File: src/rtl/seg_perm_pkg.sv
package seg_perm_pkg;
    typedef enum logic [1:0] { ACC_FETCH = 2'd0, ACC_LOAD = 2'd1, ACC_STORE = 2'd2 } acc_t;
    typedef enum logic [1:0] { C_NONE, C_NOEXEC, C_MISS, C_PROT } cause_t;
    typedef enum logic { S_IDLE, S_REPORT } state_t;

    localparam logic [31:0] ST_NOEXEC  = 32'h1000_0000;
    localparam logic [31:0] ST_MISS    = 32'h4000_0000;
    localparam logic [31:0] ST_MISS_WR = 32'h4200_0000;
    localparam logic [31:0] ST_PROT    = 32'h0800_0000;
    localparam logic [31:0] ST_PROT_WR = 32'h0A00_0000;
    localparam logic [8:0]  FORCED_BUS = 9'h07F;

    function automatic logic [2:0] need_of(input logic [1:0] a);
        case (a)
            ACC_FETCH: need_of = 3'b100;
            ACC_LOAD:  need_of = 3'b001;
            default:   need_of = 3'b010;
        endcase
    endfunction
endpackage

File: src/rtl/seg_desc_file.sv
module seg_desc_file #(
    parameter int N_SEG = 16,
    parameter int DW    = 32,
    localparam int IW   = $clog2(N_SEG)
) (
    input  logic          clk,
    input  logic          rst_n,
    input  logic          we,
    input  logic [IW-1:0] widx,
    input  logic [DW-1:0] wdata,
    input  logic [IW-1:0] ridx,
    output logic [DW-1:0] rdata
);
    logic [DW-1:0] mem [N_SEG];

    for (genvar g = 0; g < N_SEG; g++) begin : g_ent
        always_ff @(posedge clk or negedge rst_n) begin
            if (!rst_n)                              mem[g] <= '0;
            else if (we && widx == IW'(g))           mem[g] <= wdata;
        end
    end

    assign rdata = mem[ridx];
endmodule

File: src/rtl/page_rights_dec.sv
module page_rights_dec (
    input  logic [1:0] pp,
    input  logic       key,
    input  logic       nx,
    output logic [2:0] rights
);
    logic [1:0] rw;
    always_comb begin
        unique case ({key, pp})
            3'b0_00, 3'b0_01, 3'b0_10: rw = 2'b11;
            3'b0_11:                   rw = 2'b01;
            3'b1_00:                   rw = 2'b00;
            3'b1_10:                   rw = 2'b11;
            default:                   rw = 2'b01;
        endcase
        rights = {~nx, rw};
    end
endmodule

File: src/rtl/fault_word_enc.sv
module fault_word_enc
    import seg_perm_pkg::*;
(
    input  cause_t      cause,
    input  logic [1:0]  acc,
    output logic        is_ifault,
    output logic        is_dfault,
    output logic [31:0] word
);
    logic fetch, store;
    assign fetch = (acc == ACC_FETCH);
    assign store = (acc == ACC_STORE);
    always_comb begin
        is_ifault = (cause != C_NONE) && fetch;
        is_dfault = (cause != C_NONE) && !fetch;
        unique case (cause)
            C_NOEXEC: word = ST_NOEXEC;
            C_MISS:   word = store ? ST_MISS_WR : ST_MISS;
            C_PROT:   word = store ? ST_PROT_WR : ST_PROT;
            default:  word = '0;
        endcase
    end
endmodule

File: src/rtl/seg_perm_classifier.sv
module seg_perm_classifier
    import seg_perm_pkg::*;
#(
    parameter int N_SEG     = 16,
    parameter int PAGE_BITS = 12,
    localparam int IW       = $clog2(N_SEG),
    localparam int RPN_W    = 32 - PAGE_BITS
) (
    input  logic             clk,
    input  logic             rst_n,
    input  logic             seg_we,
    input  logic [IW-1:0]    seg_widx,
    input  logic [31:0]      seg_wdata,
    input  logic             req_valid,
    input  logic [31:0]      ea,
    input  logic [1:0]       acc,
    input  logic             priv,
    input  logic             xlate_en,
    input  logic             bt_hit,
    input  logic [31:0]      bt_pa,
    input  logic [2:0]       bt_rights,
    input  logic             pt_hit,
    input  logic [1:0]       pt_pp,
    input  logic [RPN_W-1:0] pt_rpn,
    output logic             done,
    output logic             ok,
    output logic [31:0]      pa,
    output logic [2:0]       rights,
    output logic             ifault,
    output logic             dfault,
    output logic [31:0]      fstat,
    output logic [31:0]      far
);
    state_t state, state_nx;
    logic [31:0] desc;
    logic        key, ds_forced;
    logic [2:0]  pg_rights, need, c_rights;
    logic [31:0] c_pa, f_word;
    cause_t      cause;
    logic        f_i, f_d;

    seg_desc_file #(.N_SEG(N_SEG), .DW(32)) u_seg (
        .clk(clk), .rst_n(rst_n), .we(seg_we), .widx(seg_widx), .wdata(seg_wdata),
        .ridx(ea[31 -: IW]), .rdata(desc)
    );

    assign key       = priv ? desc[30] : desc[29];
    assign ds_forced = (desc[28:20] == FORCED_BUS);
    assign need      = need_of(acc);

    page_rights_dec u_pr (.pp(pt_pp), .key(key), .nx(desc[28]), .rights(pg_rights));

    always_comb begin
        cause    = C_NONE;
        c_rights = 3'b000;
        c_pa     = ea;
        if (!xlate_en) begin
            c_rights = 3'b111;
        end else if (bt_hit) begin
            c_rights = bt_rights;
            c_pa     = bt_pa;
            if ((need & ~bt_rights) != 3'b000) cause = C_PROT;
        end else if (desc[31]) begin
            if (ds_forced) begin
                c_rights = 3'b111;
                c_pa     = {desc[3:0], ea[27:0]};
            end else if (acc == ACC_FETCH) begin
                cause = C_NOEXEC;
            end else begin
                c_rights = key ? 3'b011 : 3'b001;
                if ((need & ~c_rights) != 3'b000) cause = C_PROT;
            end
        end else if (acc == ACC_FETCH && desc[28]) begin
            cause = C_NOEXEC;
        end else if (!pt_hit) begin
            cause = C_MISS;
        end else begin
            c_rights = pg_rights;
            c_pa     = {pt_rpn, ea[PAGE_BITS-1:0]};
            if ((need & ~pg_rights) != 3'b000) cause = C_PROT;
        end
    end

    fault_word_enc u_fw (.cause(cause), .acc(acc), .is_ifault(f_i), .is_dfault(f_d), .word(f_word));

    always_ff @(posedge clk or negedge rst_n) begin
        if (!rst_n) state <= S_IDLE;
        else        state <= state_nx;
    end

    always_comb begin
        unique case (state)
            S_IDLE:   state_nx = req_valid ? S_REPORT : S_IDLE;
            S_REPORT: state_nx = req_valid ? S_REPORT : S_IDLE;
            default:  state_nx = S_IDLE;
        endcase
    end

    assign done = (state == S_REPORT);

    always_ff @(posedge clk or negedge rst_n) begin
        if (!rst_n) begin
            ok <= 1'b0; pa <= '0; rights <= '0;
            ifault <= 1'b0; dfault <= 1'b0; fstat <= '0; far <= '0;
        end else if (req_valid) begin
            ok     <= (cause == C_NONE);
            pa     <= (cause == C_NONE) ? c_pa : 32'h0;
            rights <= (cause == C_NONE) ? c_rights : 3'b000;
            ifault <= f_i;
            dfault <= f_d;
            if (cause != C_NONE) fstat <= f_word;
            if (f_d)             far   <= ea;
        end else begin
            ok <= 1'b0; ifault <= 1'b0; dfault <= 1'b0;
        end
    end
endmodule

File: config.mk
export PLATFORM = sky130hd
export DESIGN_NAME = seg_perm_classifier
export DESIGN_NICKNAME = d
export VERILOG_FILES = /design/src/rtl/seg_perm_pkg.sv /design/src/rtl/seg_desc_file.sv /design/src/rtl/page_rights_dec.sv /design/src/rtl/fault_word_enc.sv /design/src/rtl/seg_perm_classifier.sv
export SDC_FILE = /design/constraint.sdc
export NUM_CORES = 1
export LEC_CHECK = 0
export BUFFER_PORTS_ARGS = -buffer_cell sky130_fd_sc_hd__buf_4
export CAP_MARGIN = 25
export CORE_ASPECT_RATIO = 1.2
export CORE_MARGIN = 4
export CORE_UTILIZATION = 45
export CTS_CLUSTER_DIAMETER = 30
export DETAILED_ROUTE_END_ITERATION = 7
export GPL_TIMING_DRIVEN = 0
export PLACE_DENSITY = 0.69
export SYNTH_ARGS = -nofsm -noshare
export SYNTH_HDL_FRONTEND = slang
export SYNTH_SLANG_ARGS = --single-unit
File: constraint.sdc
create_clock -name clk -period 4.2 [get_ports clk]
set_clock_uncertainty 0.05 [all_clocks]
set_input_delay 0.21 -clock clk [delete_from_list [all_inputs] [get_ports clk]]
set_output_delay 0.21 -clock clk [all_outputs]
set_load 0.005 [all_outputs]
=== Yosys cells after proc, flatten, opt, wreduce, memory -nomap -nowiden ===
Cells that the tools add are included.

* Flip-flop bits (word level): 615
* Input bits: 135
* Logic and storage cells: 128

* Magnitude comparators: 1
* Equality and inequality tests: 25
* Mux-type cells: 39
* Bitwise gates (word level): 8
* Reductions and logical operators: 31

{| class="wikitable"
|+ Operators by type and width
! operator !! count
|-
| $mux W32 || 9
|-
| $bmux W32 S4 || 1
|-
| $pmux W32 S3 || 1
|-
| $mux W26 || 2
|-
| $eq A4 B4 Y1 const B || 8
|-
| $mux W2 || 12
|-
| $mux W3 || 7
|-
| $logic_and A1 B1 Y1 || 19
|-
| $eq A4 B3 Y1 const B || 4
|-
| $and A3 B3 Y3 || 3
|-
| $eq A9 B7 Y1 const B || 1
|-
| $reduce_bool A3 Y1 || 3
|-
| $eq A4 B2 Y1 const B || 2
|-
| $eq A2 B2 Y1 const B || 3
|-
| $eq A3 B3 Y1 const B || 2
|-
| $not A3 Y3 || 2
|-
| $pmux W3 S2 || 1
|-
| $ge A5 B5 Y1 const B || 1
|-
| $mux W1 || 5
|-
| $not A4 Y5 || 1
|-
| $eq A2 B1 Y1 const B || 2
|-
| $eq A4 B1 Y1 const B || 1
|-
| $logic_not A2 Y1 || 2
|-
| $logic_not A4 Y1 || 1
|-
| 10 further kinds || 11
|}

=== Depth between registers and ports, before layout ===
* Depth after elaboration: 20
* Depth in mapped cells: 13

=== Hierarchy ===
A second synthesis with hierarchy kept.

* Cells, all modules: 1,856
* Area, all modules: 27,699.1 µm²

{| class="wikitable"
|+ Modules (own cells, without submodules)
! module !! instances !! cells an instance !! area each (µm²) !! seq. area each (µm²)
|-
| seg_desc_file || 1 || 1,405 || 22,770.6 || 12,812.3
|-
| seg_perm_classifier || 1 || 410 || 4,640.7 || 2,577.5
|-
| fault_word_enc || 1 || 38 || 265.3 || 0.0
|-
| page_rights_dec || 1 || 3 || 22.5 || 0.0
|}

=== Least setup slack after synthesis ===
No wires, ideal clock.

* Path kind: register to register
* Start point: register u_seg.mem[316] (netlist bit)
* End point: register far[10]
* Arrival time: 2.451 ns
* Data required time: 4.025 ns
* Setup slack: 1.574 ns
* Cell stages (with the launch flop): 11
* Clock period less this slack: 2.626 ns
* Cells stage by stage: dfrtp_1 -> mux4_1 -> mux2_2 -> nor2_1 -> a21oi_2 -> nand2b_1 -> nor2_2 -> a211oi_4 -> o21ai_4 -> buf_6 -> mux2_4

* Word-level cells in the longest chain between the ends: 16

{| class="wikitable"
|+ RTL lines
! item !! RTL line !! text
|-
| start: declaration || seg_desc_file.sv:14 || <nowiki>logic [DW-1:0] mem [N_SEG];</nowiki>
|-
| start signal: indexed assignment || seg_desc_file.sv:19 || <nowiki>else if (we && widx == IW'(g)) mem[g] <= wdata;</nowiki>
|-
| $bmux W32 S4 * || seg_desc_file.sv:23 || <nowiki>assign rdata = mem[ridx];</nowiki>
|-
| $mux W32 (not written as such) * (2 in a row) || seg_desc_file.sv:23 ||
|-
| $not A1 Y1 || page_rights_dec.sv:16 || <nowiki>rights = {~nx, rw};</nowiki>
|-
| $not A3 Y3 || seg_perm_classifier.sv:80 || <nowiki>if ((need & ~pg_rights) != 3'b000) cause = C_PROT;</nowiki>
|-
| $and A3 B3 Y3 || seg_perm_classifier.sv:80 ||
|-
| $reduce_bool A3 Y1 || seg_perm_classifier.sv:80 ||
|-
| $mux W2 || seg_perm_classifier.sv:80 ||
|-
| $mux W2 || seg_perm_classifier.sv:75 || <nowiki>end else if (!pt_hit) begin</nowiki>
|-
| $mux W2 || seg_perm_classifier.sv:73 || <nowiki>end else if (acc == ACC_FETCH && desc[28]) begin</nowiki>
|-
| $mux W2 * || seg_perm_classifier.sv:63 || <nowiki>end else if (desc[31]) begin</nowiki>
|-
| $mux W2 * || seg_perm_classifier.sv:59 || <nowiki>end else if (bt_hit) begin</nowiki>
|-
| $mux W2 * || seg_perm_classifier.sv:57 || <nowiki>if (!xlate_en) begin</nowiki>
|-
| $reduce_bool A2 Y1 * || fault_word_enc.sv:15 || <nowiki>is_dfault = (cause != C_NONE) && !fetch;</nowiki>
|-
| $logic_and A1 B1 Y1 * || fault_word_enc.sv:15 ||
|-
| $reduce_and A2 Y1 (no source line) * || - ||
|-
| end signal: assignment || seg_perm_classifier.sv:104 || <nowiki>ifault <= 1'b0; dfault <= 1'b0; fstat <= '0; far <= '0;</nowiki>
|-
| end signal: assignment || seg_perm_classifier.sv:112 || <nowiki>if (f_d) far <= ea;</nowiki>
|-
| end: declaration || seg_perm_classifier.sv:32 || <nowiki>output logic [31:0] far</nowiki>
|}

Mark *: on every way between the ends. The rest lies on a longest branch, timed or not. The select of a mux whose other input is x is not followed.
A chain may end at the register's enable or synchronous reset.

=== Final worst setup path ===
* Start point: register u_seg.mem[28] (netlist bit)
* End point: register pa[25]

* Word-level cells in the longest chain between the ends: 15

{| class="wikitable"
|+ RTL lines
! item !! RTL line !! text
|-
| $bmux W32 S4 * || seg_desc_file.sv:23 ||
|-
| $mux W32 (not written as such) * (2 in a row) || seg_desc_file.sv:23 ||
|-
| $not A1 Y1 || page_rights_dec.sv:16 ||
|-
| $not A3 Y3 || seg_perm_classifier.sv:80 ||
|-
| $and A3 B3 Y3 || seg_perm_classifier.sv:80 ||
|-
| $reduce_bool A3 Y1 || seg_perm_classifier.sv:80 ||
|-
| $mux W2 || seg_perm_classifier.sv:80 ||
|-
| $mux W2 || seg_perm_classifier.sv:75 ||
|-
| $mux W2 || seg_perm_classifier.sv:73 ||
|-
| $mux W2 || seg_perm_classifier.sv:63 ||
|-
| $mux W2 || seg_perm_classifier.sv:59 ||
|-
| $mux W2 || seg_perm_classifier.sv:57 ||
|-
| $logic_not A2 Y1 || seg_perm_classifier.sv:107 || <nowiki>pa <= (cause == C_NONE) ? c_pa : 32'h0;</nowiki>
|-
| $mux W32 * || seg_perm_classifier.sv:107 ||
|-
| end signal: assignment || seg_perm_classifier.sv:107 ||
|-
| end: declaration || seg_perm_classifier.sv:27 || <nowiki>output logic [31:0] pa,</nowiki>
|}

Marks and branches as above.

==> results.tsv <==
stage	metric	value	unit
outcome	status	completed	
clocking	clock buffer depth	3	
synth	top cells by area, synth	dfrtp_1 54%, mux2_2 19%, mux4_2 3.2%	
global_routing	largest net degree at the start of global routing	130	
die	core area	33300	sq um
worst_setup_path	CP Launch Type	flip-flop	
global_routing	number of global-route vias before repair	11900	
power_and_ir_drop	Pwr Density	571	nW/um^2
clocking	post-CTS setup buffers	0	
clocking	Clk pin slew, worst setup/hold paths	0.05	ns
clocking	root buf cell	clkbuf_16	
finish	share of layout cells above drive strength 1	43.9	%
synth	Syn Inst Count	1166	
worst_setup_path	reg2reg end	pa[25]	
min_path	hold_sp	bt_pa[14]	
synth	Synth Area per Inst	13.1	sq um
synth	Post-synth EDFFs	0	
synth	asr flop ratio synth	100	%
detailed_routing	DRC	0	
job	Max-Cap Viols	0	
detailed_routing	Initial DRC Count	660	
clocking	CTS buffer count	71	
placement	Placed Instances	1837	
finish	Area Overhead vs Synth	34.8	%
synth	most common cell in the netlist	dfrtp_1	
timing	f_max	0.307	GHz
synth	Post-synth top cells	331 x dfrtp_1, 264 x mux2_2, 76 x nand2_1	
clocking	CTS tree	built	
global_routing	initial antenna violation count	2	
timing	worst slew pin tran	0.957	ns
power_and_ir_drop	switch share	25.1	%
clocking	CTS Hold Bufs	67	
detailed_routing	detailed-route wire length	44100	um
placement	final RePlAce weighted congestion	0.834	
timing	# setup viols final	0	
clocking	Clock H-tree levels	3	
clocking	worst skew pair latency	0.58	ns
timing	Final TNS setup	0	ns
detailed_routing	routed len/inst	21.7	um
worst_setup_path	required time worst endpoint	4.64	ns
placement	Post-DP HPWL	29100	um
worst_setup_path	Worst setup EP type	flip-flop	
die	die area	37000	sq um
global_routing	first-pass GRT wire length	68000	um
synth	sequential area share after synthesis	54.2	%
worst_setup_path	Worst Path Max Fanout	10	
finish	NumNets Final	1663	
detailed_routing	drt pass-1 iters	5	
die	Ports	238	
synth	Yosys top cell area share	54.2	%
min_path	Worst Hold Class	in2reg	
timing	RSZ-0062 raised after global routing	no	
timing	Pins Over Slew Limit	0	
detailed_routing	Vias/cell	5.51	
clocking	post-CTS sizing	0	
synth	Synth cell types	64	
die	initial cell density of the core	45.9	%
finish	number of cells in the finished layout apart from fillers	2035	
timing	Relative slew margins	36.0	%
die	Die Y	210	um
global_routing	GRT Total Usage	23.4	%
power_and_ir_drop	internal power consumption	8.81	mW
synth	Most used DFF post-synth	dfrtp_1	
worst_setup_path	FF-to-FF setup slack	0.94	ns
placement	port bufs	190	
power_and_ir_drop	Logic pwr share	15.7	%
worst_setup_path	Worst R2R Path Depth	10	
clocking	CTS Sinks	331	
timing	period utilization	77.5	%
die	Die Wd	176	um
power_and_ir_drop	Leakage	9.31	nW
synth	Synth warnings	0	
worst_setup_path	kind of critical path	reg2reg	
min_path	cell depth of the worst hold path	5	
synth	Seq cells post-synth	331	
global_routing	gr ovfl total	0	
finish	Fillers	2490	
power_and_ir_drop	Sequential Power Share	36.4	%
detailed_routing	remaining antenna violation count	0	
synth	Synth area leader	dfrtp_1	
synth	Post-Syn Area	15300	sq um
die	# rows	73	
worst_setup_path	origin of the critical flop-to-flop path	u_seg.mem[28]	
power_and_ir_drop	Max IR drop VDD	0.000405	V
min_path	WHS Endpoint	pa[14]	
timing	Final min period	3.26	ns
power_and_ir_drop	Clock Power Share	47.9	%
power_and_ir_drop	Sw Pwr	2.96	mW
detailed_routing	Vias	11200	
worst_setup_path	Critical Path AT	3.69	ns
timing	final hold vios	0	
[kinds of logic after synthesis]
kind of cell,synth area share [%]
AO/OA/AOI/OAI,6.99
buffers and inverters,4.14
flip-flops,54.2
multiplexers,27.3
other,0.0245
AND/OR/NAND/NOR,7.36
[worst max-delay path: stages, from the launching register on]
cell and delay (ns):
dfrtp_1 0.37, mux4_2 0.47, mux2i_1 0.46, o2bb2ai_1 0.18, a211o_1 0.40, nor2_2 0.32, buf_2 0.33, a22oi_1 0.12
o21ai_0 0.25, o21ai_0 0.14, nor2_1 0.11
[routing by layer]
metal  vias to the layer above  global-route usage [%]  wire [um]
met3                       110                    5.65       3150
met2                       429                    40.5      22000
li1                       4966                       -          -
met4                         0                    8.74       1480
met1                      5702                    28.3      17500
met5                         -                       0          0
[layout make-up]
class	count	area [sq um]	share of cell area (%)
clock inverters	38	472	2.29
plain buffers	108	581	2.82
flip-flops and latches	331	8280	40.2
clock buffers	90	1990	9.66
inverters	14	52.6	0.255
repair buffers	262	2190	10.6
well taps	450	563	2.73
diodes	2	5.00	0.0243
multi-input cells	740	6480	31.4
[registers in the layout (all words and copies together) (netlist names)]
register and flops:
pa 32, u_seg.mem 256, far 32, done 1, ifault 1, dfault 1
ok 1, fstat 4, rights 3
[per-stage QoR]
step           utilization, %  power [mW]  hold slack (ns)  area [sq um]  worst slack, ns
5_1_grt                  61.8        12.2           0.0299         20600            0.582
2_1_floorplan               -        5.34           -0.136         15400             1.57
3_3_place_gp             52.1        6.00            0.298         17400           -0.137
6_report                 61.8        11.8           0.0258         20600            0.943
4_1_cts                  61.8        11.8         0.000900         20600            0.926
3_5_place_dp             52.4        6.09            0.298         17500            0.629
[cells in the final DEF (no fill, tap or decap), types with 6 or more instances in the layout]
cell,instances
o2bb2ai_1,15
mux2_2,264
nor2_1,45
o21ai_0,40
buf_2,8
nand3_1,20
clkbuf_16,73
conb_1,28
dlygate4sd3_1,67
clkbuf_8,10
mux2_4,29
nand2b_1,6
nand4_1,17
buf_4,225
a21oi_1,11
nand4b_1,13
clkinv_4,6
buf_6,6
bufinv_16,7
a22oi_1,20
a221oi_1,16
inv_1,13
mux2i_1,22
clkinv_2,11
clkbuf_1,66
mux4_2,22
nor3_1,15
nand2_1,76
dfrtp_1,331
[power by group through the flow]
stage | sequential (mW) | combinational, mW | clock (mW)
2_1_floorplan | 4.22 | 1.12 | 0
3_3_place_gp | 4.28 | 1.73 | 0
3_5_place_dp | 4.31 | 1.78 | 0
4_1_cts | 4.27 | 1.85 | 5.70
5_1_grt | 4.36 | 2.00 | 5.88
6_report | 4.29 | 1.85 | 5.63
[worst max path at each step]
stage                   start        endpoint  slack (ns)  depth (start not counted)
2_1_floorplan  u_seg.mem[316]         far[10]        1.57                         10
3_3_place_gp            rst_n  u_seg.mem[187]       -0.14                          1
3_5_place_dp           ea[31]          pa[18]        0.63                         11
4_1_cts        u_seg.mem[345]          pa[20]        0.93                         11
5_1_grt        u_seg.mem[345]          pa[23]        0.58                         11
6_report        u_seg.mem[28]          pa[25]        0.94                         10
Power figures use the tool's default switching activity.
